--- src/rtl/pcicfg_pkg.sv ---
package pcicfg_pkg;

  typedef enum logic [2:0] {
    ST_IDLE  = 3'd0,
    ST_ISSUE = 3'd1,
    ST_RWAIT = 3'd2,
    ST_IACK  = 3'd3,
    ST_DONE  = 3'd4
  } seq_state_t;

  localparam logic [1:0] SZ_BYTE = 2'd0;
  localparam logic [1:0] SZ_HALF = 2'd1;

endpackage

--- src/rtl/pcicfg_addr_map.sv ---
module pcicfg_addr_map #(
  parameter int AW = 32,
  parameter logic [AW-1:0] WIN_BASE = 32'h8080_0000,
  parameter int WIN_BITS = 22,
  parameter int OFS_BITS = 11,
  parameter int CFG_AW = 16,
  parameter logic [AW-1:0] IACK_ADDR = 32'hBFFF_FFF0,
  localparam int NSEL = WIN_BITS - OFS_BITS,
  localparam int DEV_W = CFG_AW - OFS_BITS
) (
  input  logic [AW-1:0]     addr,
  output logic              hit_cfg,
  output logic              hit_iack,
  output logic [CFG_AW-1:0] flat_addr
);

  logic [DEV_W-1:0] dev_num;

  // window compare on the bits above the window span
  assign hit_cfg  = (addr[AW-1:WIN_BITS] == WIN_BASE[AW-1:WIN_BITS]);
  assign hit_iack = (addr == IACK_ADDR);

  // lowest set select bit wins; none set gives NSEL
  always_comb begin
    dev_num = DEV_W'(NSEL);
    for (int i = NSEL - 1; i >= 0; i--) begin
      if (addr[OFS_BITS + i]) dev_num = DEV_W'(i);
    end
  end

  assign flat_addr = {dev_num, addr[OFS_BITS-1:0]};

  always_comb begin
    if (hit_cfg) assert (!hit_iack) else $error("p_ranges_disjoint_r1");
  end

endmodule

--- src/rtl/pcicfg_be_gen.sv ---
module pcicfg_be_gen #(
  parameter int DW = 32,
  localparam int BE_W = DW / 8,
  localparam int LB = $clog2(BE_W)
) (
  input  logic [1:0]      size,
  input  logic [LB-1:0]   addr_lo,
  output logic [BE_W-1:0] be
);
  import pcicfg_pkg::*;

  logic [LB-1:0] half_lo;

  assign half_lo = {addr_lo[LB-1:1], 1'b0};

  always_comb begin
    unique case (size)
      SZ_BYTE: be = BE_W'(1) << addr_lo;
      SZ_HALF: be = BE_W'(3) << half_lo;
      default: be = '1;
    endcase
  end

endmodule

--- src/rtl/pcicfg_seq.sv ---
module pcicfg_seq #(
  parameter int DW = 32,
  parameter int CFG_AW = 16,
  parameter int VEC_W = 8,
  localparam int BE_W = DW / 8
) (
  input  logic              clk,
  input  logic              rst,
  input  logic              cpu_req,
  input  logic              cpu_we,
  input  logic [DW-1:0]     cpu_wdata,
  input  logic [1:0]        cpu_size,
  input  logic              hit_cfg,
  input  logic              hit_iack,
  input  logic [CFG_AW-1:0] flat_addr,
  input  logic [BE_W-1:0]   be_in,
  output logic              cpu_ready,
  output logic [DW-1:0]     cpu_rdata,
  output logic              cfg_valid,
  input  logic              cfg_ready,
  output logic              cfg_we,
  output logic [CFG_AW-1:0] cfg_addr,
  output logic [BE_W-1:0]   cfg_be,
  output logic [DW-1:0]     cfg_wdata,
  input  logic              cfg_rvalid,
  input  logic [DW-1:0]     cfg_rdata,
  output logic              iack_req,
  input  logic [VEC_W-1:0]  iack_vec
);
  import pcicfg_pkg::*;

  seq_state_t state_q, state_d;
  logic [DW-1:0] rdata_q;
  logic          iack_byte_rd;

  assign iack_byte_rd = hit_iack && !cpu_we && (cpu_size == SZ_BYTE);

  always_comb begin
    state_d = state_q;
    unique case (state_q)
      ST_IDLE: begin
        if (cpu_req && hit_cfg)        state_d = ST_ISSUE;
        else if (cpu_req && iack_byte_rd) state_d = ST_IACK;
        else if (cpu_req && hit_iack)  state_d = ST_DONE;
      end
      ST_ISSUE: if (cfg_ready) state_d = cfg_we ? ST_DONE : ST_RWAIT;
      ST_RWAIT: if (cfg_rvalid) state_d = ST_DONE;
      ST_IACK:  state_d = ST_DONE;
      ST_DONE:  state_d = ST_IDLE;
      default:  state_d = ST_IDLE;
    endcase
  end

  always_ff @(posedge clk) begin
    if (rst) state_q <= ST_IDLE;
    else     state_q <= state_d;
  end

  // request fields latched once per access
  always_ff @(posedge clk) begin
    if (rst) begin
      cfg_we    <= 1'b0;
      cfg_addr  <= '0;
      cfg_be    <= '0;
      cfg_wdata <= '0;
    end else if (state_q == ST_IDLE && cpu_req && hit_cfg) begin
      cfg_we    <= cpu_we;
      cfg_addr  <= flat_addr;
      cfg_be    <= be_in;
      cfg_wdata <= cpu_wdata;
    end
  end

  always_ff @(posedge clk) begin
    if (rst) begin
      rdata_q <= '0;
    end else begin
      unique case (state_q)
        ST_IDLE:  if (cpu_req && hit_iack && !iack_byte_rd) rdata_q <= '1;
        ST_RWAIT: if (cfg_rvalid) rdata_q <= cfg_rdata;
        ST_IACK:  rdata_q <= DW'(iack_vec);
        default:  ;
      endcase
    end
  end

  assign cfg_valid = (state_q == ST_ISSUE);
  assign iack_req  = (state_q == ST_IACK);
  assign cpu_ready = (state_q == ST_DONE);
  assign cpu_rdata = rdata_q;

  p_hold_r6: assert property (@(posedge clk) disable iff (rst)
    (cfg_valid && !cfg_ready) |=> (cfg_valid && $stable(cfg_addr) &&
      $stable(cfg_be) && $stable(cfg_we) && $stable(cfg_wdata)));

  p_ready_pulse_r7: assert property (@(posedge clk) disable iff (rst)
    cpu_ready |=> !cpu_ready);

  p_write_done_r7: assert property (@(posedge clk) disable iff (rst)
    (cfg_valid && cfg_ready && cfg_we) |=> cpu_ready);

  p_iack_once_r8: assert property (@(posedge clk) disable iff (rst)
    iack_req |=> (!iack_req && cpu_ready));

endmodule

--- src/rtl/pcicfg_irq_swz.sv ---
module pcicfg_irq_swz #(
  parameter int NUM_SLOTS = 4,
  parameter int PINS = 4,
  parameter int SLOT_DEV0 = 1,
  parameter int NUM_LINES = 4,
  localparam int NIN = NUM_SLOTS * PINS
) (
  input  logic                 clk,
  input  logic                 rst,
  input  logic [NIN-1:0]       slot_int,
  output logic [NUM_LINES-1:0] irq_out
);

  logic [NUM_LINES-1:0] lines_d;

  always_comb begin
    lines_d = '0;
    for (int s = 0; s < NUM_SLOTS; s++) begin
      for (int p = 0; p < PINS; p++) begin
        if (slot_int[s*PINS + p]) lines_d[(p + SLOT_DEV0 + s) % 2] = 1'b1;
      end
    end
  end

  always_ff @(posedge clk) begin
    if (rst) irq_out <= '0;
    else     irq_out <= lines_d;
  end

  p_any_raises_r10: assert property (@(posedge clk) disable iff (rst)
    (|slot_int) |=> (|irq_out));

  p_none_clears_r10: assert property (@(posedge clk) disable iff (rst)
    !(|slot_int) |=> !(|irq_out));

endmodule

--- src/rtl/pcicfg_mmio_decoder.sv ---
module pcicfg_mmio_decoder #(
  parameter int AW = 32,
  parameter int DW = 32,
  parameter logic [AW-1:0] WIN_BASE = 32'h8080_0000,
  parameter int WIN_BITS = 22,
  parameter int OFS_BITS = 11,
  parameter int CFG_AW = 16,
  parameter logic [AW-1:0] IACK_ADDR = 32'hBFFF_FFF0,
  parameter int VEC_W = 8,
  parameter int NUM_SLOTS = 4,
  parameter int PINS = 4,
  parameter int SLOT_DEV0 = 1,
  parameter int NUM_LINES = 4,
  localparam int BE_W = DW / 8,
  localparam int LB = $clog2(BE_W),
  localparam int NIN = NUM_SLOTS * PINS
) (
  input  logic                 clk,
  input  logic                 rst,
  input  logic                 cpu_req,
  input  logic                 cpu_we,
  input  logic [AW-1:0]        cpu_addr,
  input  logic [1:0]           cpu_size,
  input  logic [DW-1:0]        cpu_wdata,
  output logic                 cpu_ready,
  output logic [DW-1:0]        cpu_rdata,
  output logic                 cpu_nsel,
  output logic                 cfg_valid,
  input  logic                 cfg_ready,
  output logic                 cfg_we,
  output logic [CFG_AW-1:0]    cfg_addr,
  output logic [BE_W-1:0]      cfg_be,
  output logic [DW-1:0]        cfg_wdata,
  input  logic                 cfg_rvalid,
  input  logic [DW-1:0]        cfg_rdata,
  output logic                 iack_req,
  input  logic [VEC_W-1:0]     iack_vec,
  input  logic [NIN-1:0]       slot_int,
  output logic [NUM_LINES-1:0] irq_out
);

  logic              hit_cfg, hit_iack;
  logic [CFG_AW-1:0] flat_addr;
  logic [BE_W-1:0]   be_w;

  pcicfg_addr_map #(
    .AW(AW), .WIN_BASE(WIN_BASE), .WIN_BITS(WIN_BITS), .OFS_BITS(OFS_BITS),
    .CFG_AW(CFG_AW), .IACK_ADDR(IACK_ADDR)
  ) u_map (
    .addr(cpu_addr), .hit_cfg(hit_cfg), .hit_iack(hit_iack), .flat_addr(flat_addr)
  );

  pcicfg_be_gen #(.DW(DW)) u_be (
    .size(cpu_size), .addr_lo(cpu_addr[LB-1:0]), .be(be_w)
  );

  pcicfg_seq #(.DW(DW), .CFG_AW(CFG_AW), .VEC_W(VEC_W)) u_seq (
    .clk(clk), .rst(rst),
    .cpu_req(cpu_req), .cpu_we(cpu_we), .cpu_wdata(cpu_wdata), .cpu_size(cpu_size),
    .hit_cfg(hit_cfg), .hit_iack(hit_iack), .flat_addr(flat_addr), .be_in(be_w),
    .cpu_ready(cpu_ready), .cpu_rdata(cpu_rdata),
    .cfg_valid(cfg_valid), .cfg_ready(cfg_ready), .cfg_we(cfg_we),
    .cfg_addr(cfg_addr), .cfg_be(cfg_be), .cfg_wdata(cfg_wdata),
    .cfg_rvalid(cfg_rvalid), .cfg_rdata(cfg_rdata),
    .iack_req(iack_req), .iack_vec(iack_vec)
  );

  pcicfg_irq_swz #(
    .NUM_SLOTS(NUM_SLOTS), .PINS(PINS), .SLOT_DEV0(SLOT_DEV0), .NUM_LINES(NUM_LINES)
  ) u_swz (
    .clk(clk), .rst(rst), .slot_int(slot_int), .irq_out(irq_out)
  );

  assign cpu_nsel = cpu_req && !hit_cfg && !hit_iack;

  p_nsel_quiet_r1: assert property (@(posedge clk) disable iff (rst)
    cpu_nsel |-> (!cfg_valid && !cpu_ready && !iack_req));

endmodule

--- config.mk ---
export PLATFORM = sky130hd
export DESIGN_NAME = pcicfg_mmio_decoder
export DESIGN_NICKNAME = d
export VERILOG_FILES = /design/src/rtl/pcicfg_pkg.sv /design/src/rtl/pcicfg_addr_map.sv /design/src/rtl/pcicfg_be_gen.sv /design/src/rtl/pcicfg_seq.sv /design/src/rtl/pcicfg_irq_swz.sv /design/src/rtl/pcicfg_mmio_decoder.sv
export SDC_FILE = /design/constraint.sdc
export NUM_CORES = 1
export LEC_CHECK = 0
export ABC_AREA = 1
export ABC_CLOCK_PERIOD_IN_PS = 2300
export BUFFER_PORTS_ARGS = -buffer_cell sky130_fd_sc_hd__buf_2
export CELL_PAD_IN_SITES_DETAIL_PLACEMENT = 1
export CELL_PAD_IN_SITES_GLOBAL_PLACEMENT = 2
export CORE_MARGIN = 2
export CORE_UTILIZATION = 24
export DETAILED_ROUTE_END_ITERATION = 8
export PLACE_DENSITY = 0.86
export SKIP_LAST_GASP = 1
export SYNTH_ARGS = -nofsm -noshare
export SYNTH_HDL_FRONTEND = slang
export SYNTH_SLANG_ARGS = --single-unit
--- constraint.sdc ---
create_clock -name clk -period 2.3 [get_ports clk]
set_input_delay 0.46 -clock clk [delete_from_list [all_inputs] [get_ports clk]]
set_output_delay 0.46 -clock clk [all_outputs]
set_load 0.005 [all_outputs]
### Word level (Yosys, flattened, before mapping)

Index checks and enable logic that the tools add are counted.

| storage, ports and cells | value |
|---|---|
| flip-flop bits (word level) | 92 |
| bits of input ports | 128 |
| word-level logic and storage cells | 78 |

| cells by class | value |
|---|---|
| equality and inequality tests | 11 |
| shift operators | 2 |
| mux-type cells | 38 |
| reductions and logical operators | 19 |

Operator list:

| kind | count |
|---|---|
| 32-bit one-hot mux with 3 select lines | 1 |
| 32-bit two-way mux | 2 |
| 32-bit equality test (second input constant) | 1 |
| 4-bit two-way mux | 8 |
| 3-bit two-way mux | 6 |
| 1-bit two-way mux | 17 |
| 3-bit one-hot mux with 4 select lines | 1 |
| 10-bit equality test (second input constant) | 1 |
| 1-bit logical AND | 10 |
| 4-bit one-hot mux with 2 select lines | 1 |
| 3-bit by 2-bit equality test with 1-bit output (second input constant) | 2 |
| 3-bit AND reduction | 2 |
| 1-bit logical NOT | 4 |
| 2-bit two-way mux | 2 |
| 2-bit inequality test (second input constant) | 2 |
| 4-bit by 2-bit inequality test with 1-bit output (second input constant) | 1 |
| 1-bit by 2-bit left shift with 4-bit output (first input constant) | 1 |
| 2-bit by 2-bit left shift with 4-bit output (first input constant) | 1 |
| 3-bit by 1-bit equality test with 1-bit output (second input constant) | 1 |
| 3-bit equality test (second input constant) | 1 |
| 3-bit logical NOT | 1 |
| 3-bit nonzero test | 1 |
| 2-bit by 1-bit equality test with 1-bit output (second input constant) | 1 |
| 2-bit logical NOT | 1 |
| 2-bit by 1-bit inequality test with 1-bit output (second input constant) | 1 |

### Logic depth before layout (Yosys ltp)

| logic depth | value |
|---|---|
| word-level depth | 11 |
| depth in mapped cells | 12 |
| depth with buffers taken out | 12 |

### Modules after synthesis

From an unflattened synthesis, not the netlist that was laid out.

| unflattened totals | value |
|---|---|
| cell total of the unflattened synthesis | 604 |
| area, all modules | 4191.5 sq um |

Modules (own cells, without submodules):

| module | times used | cells each | area an instance (sq um) |
|---|---|---|---|
| pcicfg_seq | 1 | 508 | 3686.0 |
| pcicfg_addr_map | 1 | 60 | 322.8 |
| pcicfg_irq_swz | 1 | 21 | 118.9 |
| pcicfg_be_gen | 1 | 12 | 50.0 |
| pcicfg_mmio_decoder | 1 | 3 | 13.8 |

### Least setup slack after synthesis

OpenSTA, ideal clock, no wires.

| timing | value |
|---|---|
| path type | in2reg |
| from | in cpu_addr[29] |
| to | reg u_seq.cfg_be[0] |
| arrival | 1482 ps |
| slack | 702 ps |
| stages on the path | 8 |
| cell sequence | nor2_1 > nand2_1 > nor3_1 > nand2_1 > nor2_1 > buf_2 > nand3_1 > o211a_1 |

| on the way | value |
|---|---|
| word-level cells in the longest chain between the ends | 2 |

Ends and longest elaborated chain:

| element | line | RTL |
|---|---|---|
| start: declaration | pcicfg_mmio_decoder.sv:22 | `input logic [AW-1:0] cpu_addr,` |
| 10-bit equality test | pcicfg_addr_map.sv:20 | `assign hit_cfg = (addr[AW-1:WIN_BITS] == WIN_BASE[AW-1:WIN_BITS]);` |
| 1-bit logical AND | pcicfg_seq.sv:66 | `end else if (state_q == ST_IDLE && cpu_req && hit_cfg) begin` |
| end signal: assignment | pcicfg_seq.sv:69 | `cfg_be <= be_in;` |
| end: declaration | pcicfg_seq.sv:23 | `output logic [BE_W-1:0] cfg_be,` |

Every way passes these cells.
A chain may end at the register's enable or synchronous reset.

### Worst setup path after layout

| timing | value |
|---|---|
| from | reg u_seq.state_q[1] |
| to | out iack_req |

| on the way | value |
|---|---|
| word-level cells in the longest chain between the ends | 1 |

Ends and longest elaborated chain:

| element | line | RTL |
|---|---|---|
| start: declaration | pcicfg_seq.sv:32 | `seq_state_t state_q, state_d;` |
| start signal: assignment | pcicfg_seq.sv:56 | `else state_q <= state_d;` |
| 3-bit by 2-bit equality test with 1-bit output | pcicfg_seq.sv:88 | `assign iack_req = (state_q == ST_IACK);` |
| end: declaration | pcicfg_mmio_decoder.sv:36 | `output logic iack_req,` |

Every way passes these cells.

==> results.yml <==
synth:
  synth-edff-count: 0
  ys_types: 26
  synth.avg_cell_area_um2: 6.89
  netlist_instances: 587
  yosys.area.top_type: "dfxtp_1"
  yosys_register_bits: 89
  synth_area_mm2: 0.00404
  synth_area_leaders: "dfxtp_1, nand2_1, a21oi_1"
  yosysMostFrequentCell: "nand2_1"
  async_reset_ff_share_pct: 0
  yosysTopAreaCellShare_pct: 44.1
  ys_warn_count: 0
  synth_common_cells: "nand2_1, a21oi_1, dfxtp_1"
  ys.flop_type: "dfxtp_1"
  ys_seq_area_share_pct: 44.1
sta:
  hold_viol_final: 0
  slew_headroom_pct: 44.1
  grt_setup_unrepaired: "no"
  skew_ns: 0.00968
  final.setup.worst_slack_ns: 0.431
  drv_slew: 0
  setup_tns_ns: 0
  fmax_mhz: 535
  post-route-period-util_pct: 81.2
  setup_viol: 0
  tightest_slew_ns: 0.837
  period_needed_ns: 1.87
die:
  initial_utilization_pct: 24.5
  io_pins: 221
  fp.coreArea_mm2: 0.0165
  die_w_um: 134
  rows: 47
  die-area_mm2: 0.0179
  die_h_um: 134
worst_setup_path:
  required_ns: 1.84
  crit_top_cell: "inv_1"
  cp-start-kind: "flip-flop"
  crit_slowest_cell: "dfxtp_1"
  crit_fanout: 9
  arrival_ns: 1.41
  worst_path_largest_cell_delay_ns: 0.35
  crit_chain: "inv_1, nor2_2, nand2_1, inv_1, buf_2"
  critPathCaptureType: "output pin"
  criticalPathCategory: "reg -> out"
  reg2reg_depth: 7
power:
  pwr-share-seq_pct: 46.6
  power.internal_w: 0.00253
  comb_power_share_pct: 7.2
  p_sw_w: 0.000782
  p_per_area_mw_per_mm2: 590
  p_leak_nw: 2.70
  swShare_pct: 23.6
  ir_drop_mv: 0.401
  clkPwrFrac_pct: 46.2
clock_network:
  cts_tree: "done"
  htreeDepth: 3
  cts_buffers: 9
  hold_buffers: 0
  insertion_delay_ns: 0.35
  cts_setup_buffers: 0
  post_cts_resized: 0
  cts_sinks: 89
  clk_pin_slew_worst_paths_ns: 0.07
  clock-root-buffer: "clkbuf_16"
  clockBufferDepth: 2
finish:
  antenna_cells: 0
  area_growth_pct: 38.9
  drive_gt1_share_pct: 31.6
  multi_input_area_mm2: 0.00193
  n_fill_cell: 2139
  final_cells: 1012
  fin_nets: 915
  regArea_mm2: 0.00178
global_routing:
  antenna_found_initial: 0
  grt_pass1_vias: 4424
  grt-ovfl-total: 0
  grt_max_degree: 65
  grt_usage_pct: 15.1
  grt_pass1_wl_um: 21800
route:
  drtPass1Iterations: 4
  via_count: 4515
  vias_per_cell: 4.46
  drc: 0
  ant_nets: 0
  drt-total-wl_um: 13700
  routedWlPerCell_um: 13.5
  drt-initial-drc-count: 133
place:
  preCtsSetupSlack_ns: 0.337
  hpwl_um: 10000
  routabilityCongestion: 0.743
  dp_cells: 996
  port-buffer-count: 217
run:
  cap_violations: 0
min_path:
  hold_path_depth: 3
  hp-class: "in -> reg"
run_status:
  status: "finished clean"
==> final timing paths <==
kind                         endpoint                start  slack (ns)
setup / recovery             iack_req     u_seq.state_q[1]        0.43
hold / removal     u_seq.cfg_wdata[2]         cpu_wdata[2]        0.35
setup reg to reg  u_seq.cpu_rdata[28]     u_seq.state_q[1]        0.68
hold reg to reg   u_seq.cfg_wdata[28]  u_seq.cfg_wdata[28]        0.46
==> registers in the layout, indices dropped and copies added, names as in the netlist <==
name             flops
u_swz.irq_out        2
u_seq.cpu_rdata     32
u_seq.cfg_wdata     32
u_seq.cfg_addr      15
u_seq.cfg_we         1
u_seq.state_q        3
u_seq.cfg_be         4
==> layer usage <==
| metal | vias to the layer above | wire, um | track usage [%] |
|---|---|---|---|
| li1 | 2309 | - | - |
| met1 | 2047 | 6410 | 19.5 |
| met2 | 146 | 5960 | 23.5 |
| met3 | 13 | 1180 | 5.67 |
| met4 | 0 | 155 | 4.26 |
| met5 | - | 0 | 0 |
==> power by group through the flow <==
| stage | sequential [W] | combinational [W] | clock [W] |
|---|---|---|---|
| floorplan | 0.00158 | 0.0000994 | 0 |
| global placement | 0.00158 | 0.000241 | 0 |
| detailed placement | 0.00158 | 0.000242 | 0 |
| CTS | 0.00154 | 0.000243 | 0.00160 |
| global route | 0.00154 | 0.000271 | 0.00164 |
| finish | 0.00154 | 0.000240 | 0.00153 |
==> area by class of cell <==
class,instances,share of cell area [%]
Multi-Input combinational cell,427,34.3
Sequential cell,89,31.7
Timing Repair Buffer,225,21.3
Tap cell,220,4.90
Clock buffer,11,4.32
Inverter,35,2.34
Clock inverter,5,1.11
==> cells by family after synthesis <==
logic type,share of synthesized area (%)
AND/OR/NAND/NOR,29.8
flip-flops,44.1
buffers and inverters,8.51
AO/OA/AOI/OAI,17.6
other,0.0927
==> worst max-delay path, delay by kind of cell, from the launching register on <==
kind	cells	cell delay, ns
buffers and inverters	3	0.29
and+or+nand+nor	2	0.43
DFF	1	0.35
==> metrics by stage <==
| stage | utilization, % | hold WS, ns | cell area (um2) | power [W] |
|---|---|---|---|---|
| finish | 34.0 | 0.354 | 5620 | 0.00332 |
| global route | 34.0 | 0.343 | 5620 | 0.00345 |
| CTS | 34.0 | 0.333 | 5620 | 0.00338 |
| detailed placement | 32.1 | 0.454 | 5310 | 0.00182 |
| global placement | 32.1 | 0.449 | 5310 | 0.00182 |
| floorplan | - | 0.462 | 4050 | 0.00168 |
==> placed cells by master, fill, tap and decap left out <==
cell type / n
conb_1: 3
nand3_2: 1
o211a_1: 3
inv_2: 3
nand2_2: 2
dfxtp_1: 89
buf_4: 4
nand4_1: 2
a211oi_1: 2
a21oi_1: 112
clkbuf_8: 1
clkbuf_1: 1
nand4_4: 1
o22ai_1: 8
buf_12: 4
nor4_1: 4
nor2_1: 63
nor2_2: 2
inv_6: 1
nor3_4: 1
nor3_1: 2
buf_2: 217
nand3b_1: 1
clkinvlp_4: 2
clkinv_4: 1
inv_1: 32
clkbuf_16: 9
nand3_1: 44
nand2_1: 165
bufinv_16: 1
o21ai_0: 11
Power figures use the tool's default switching activity.
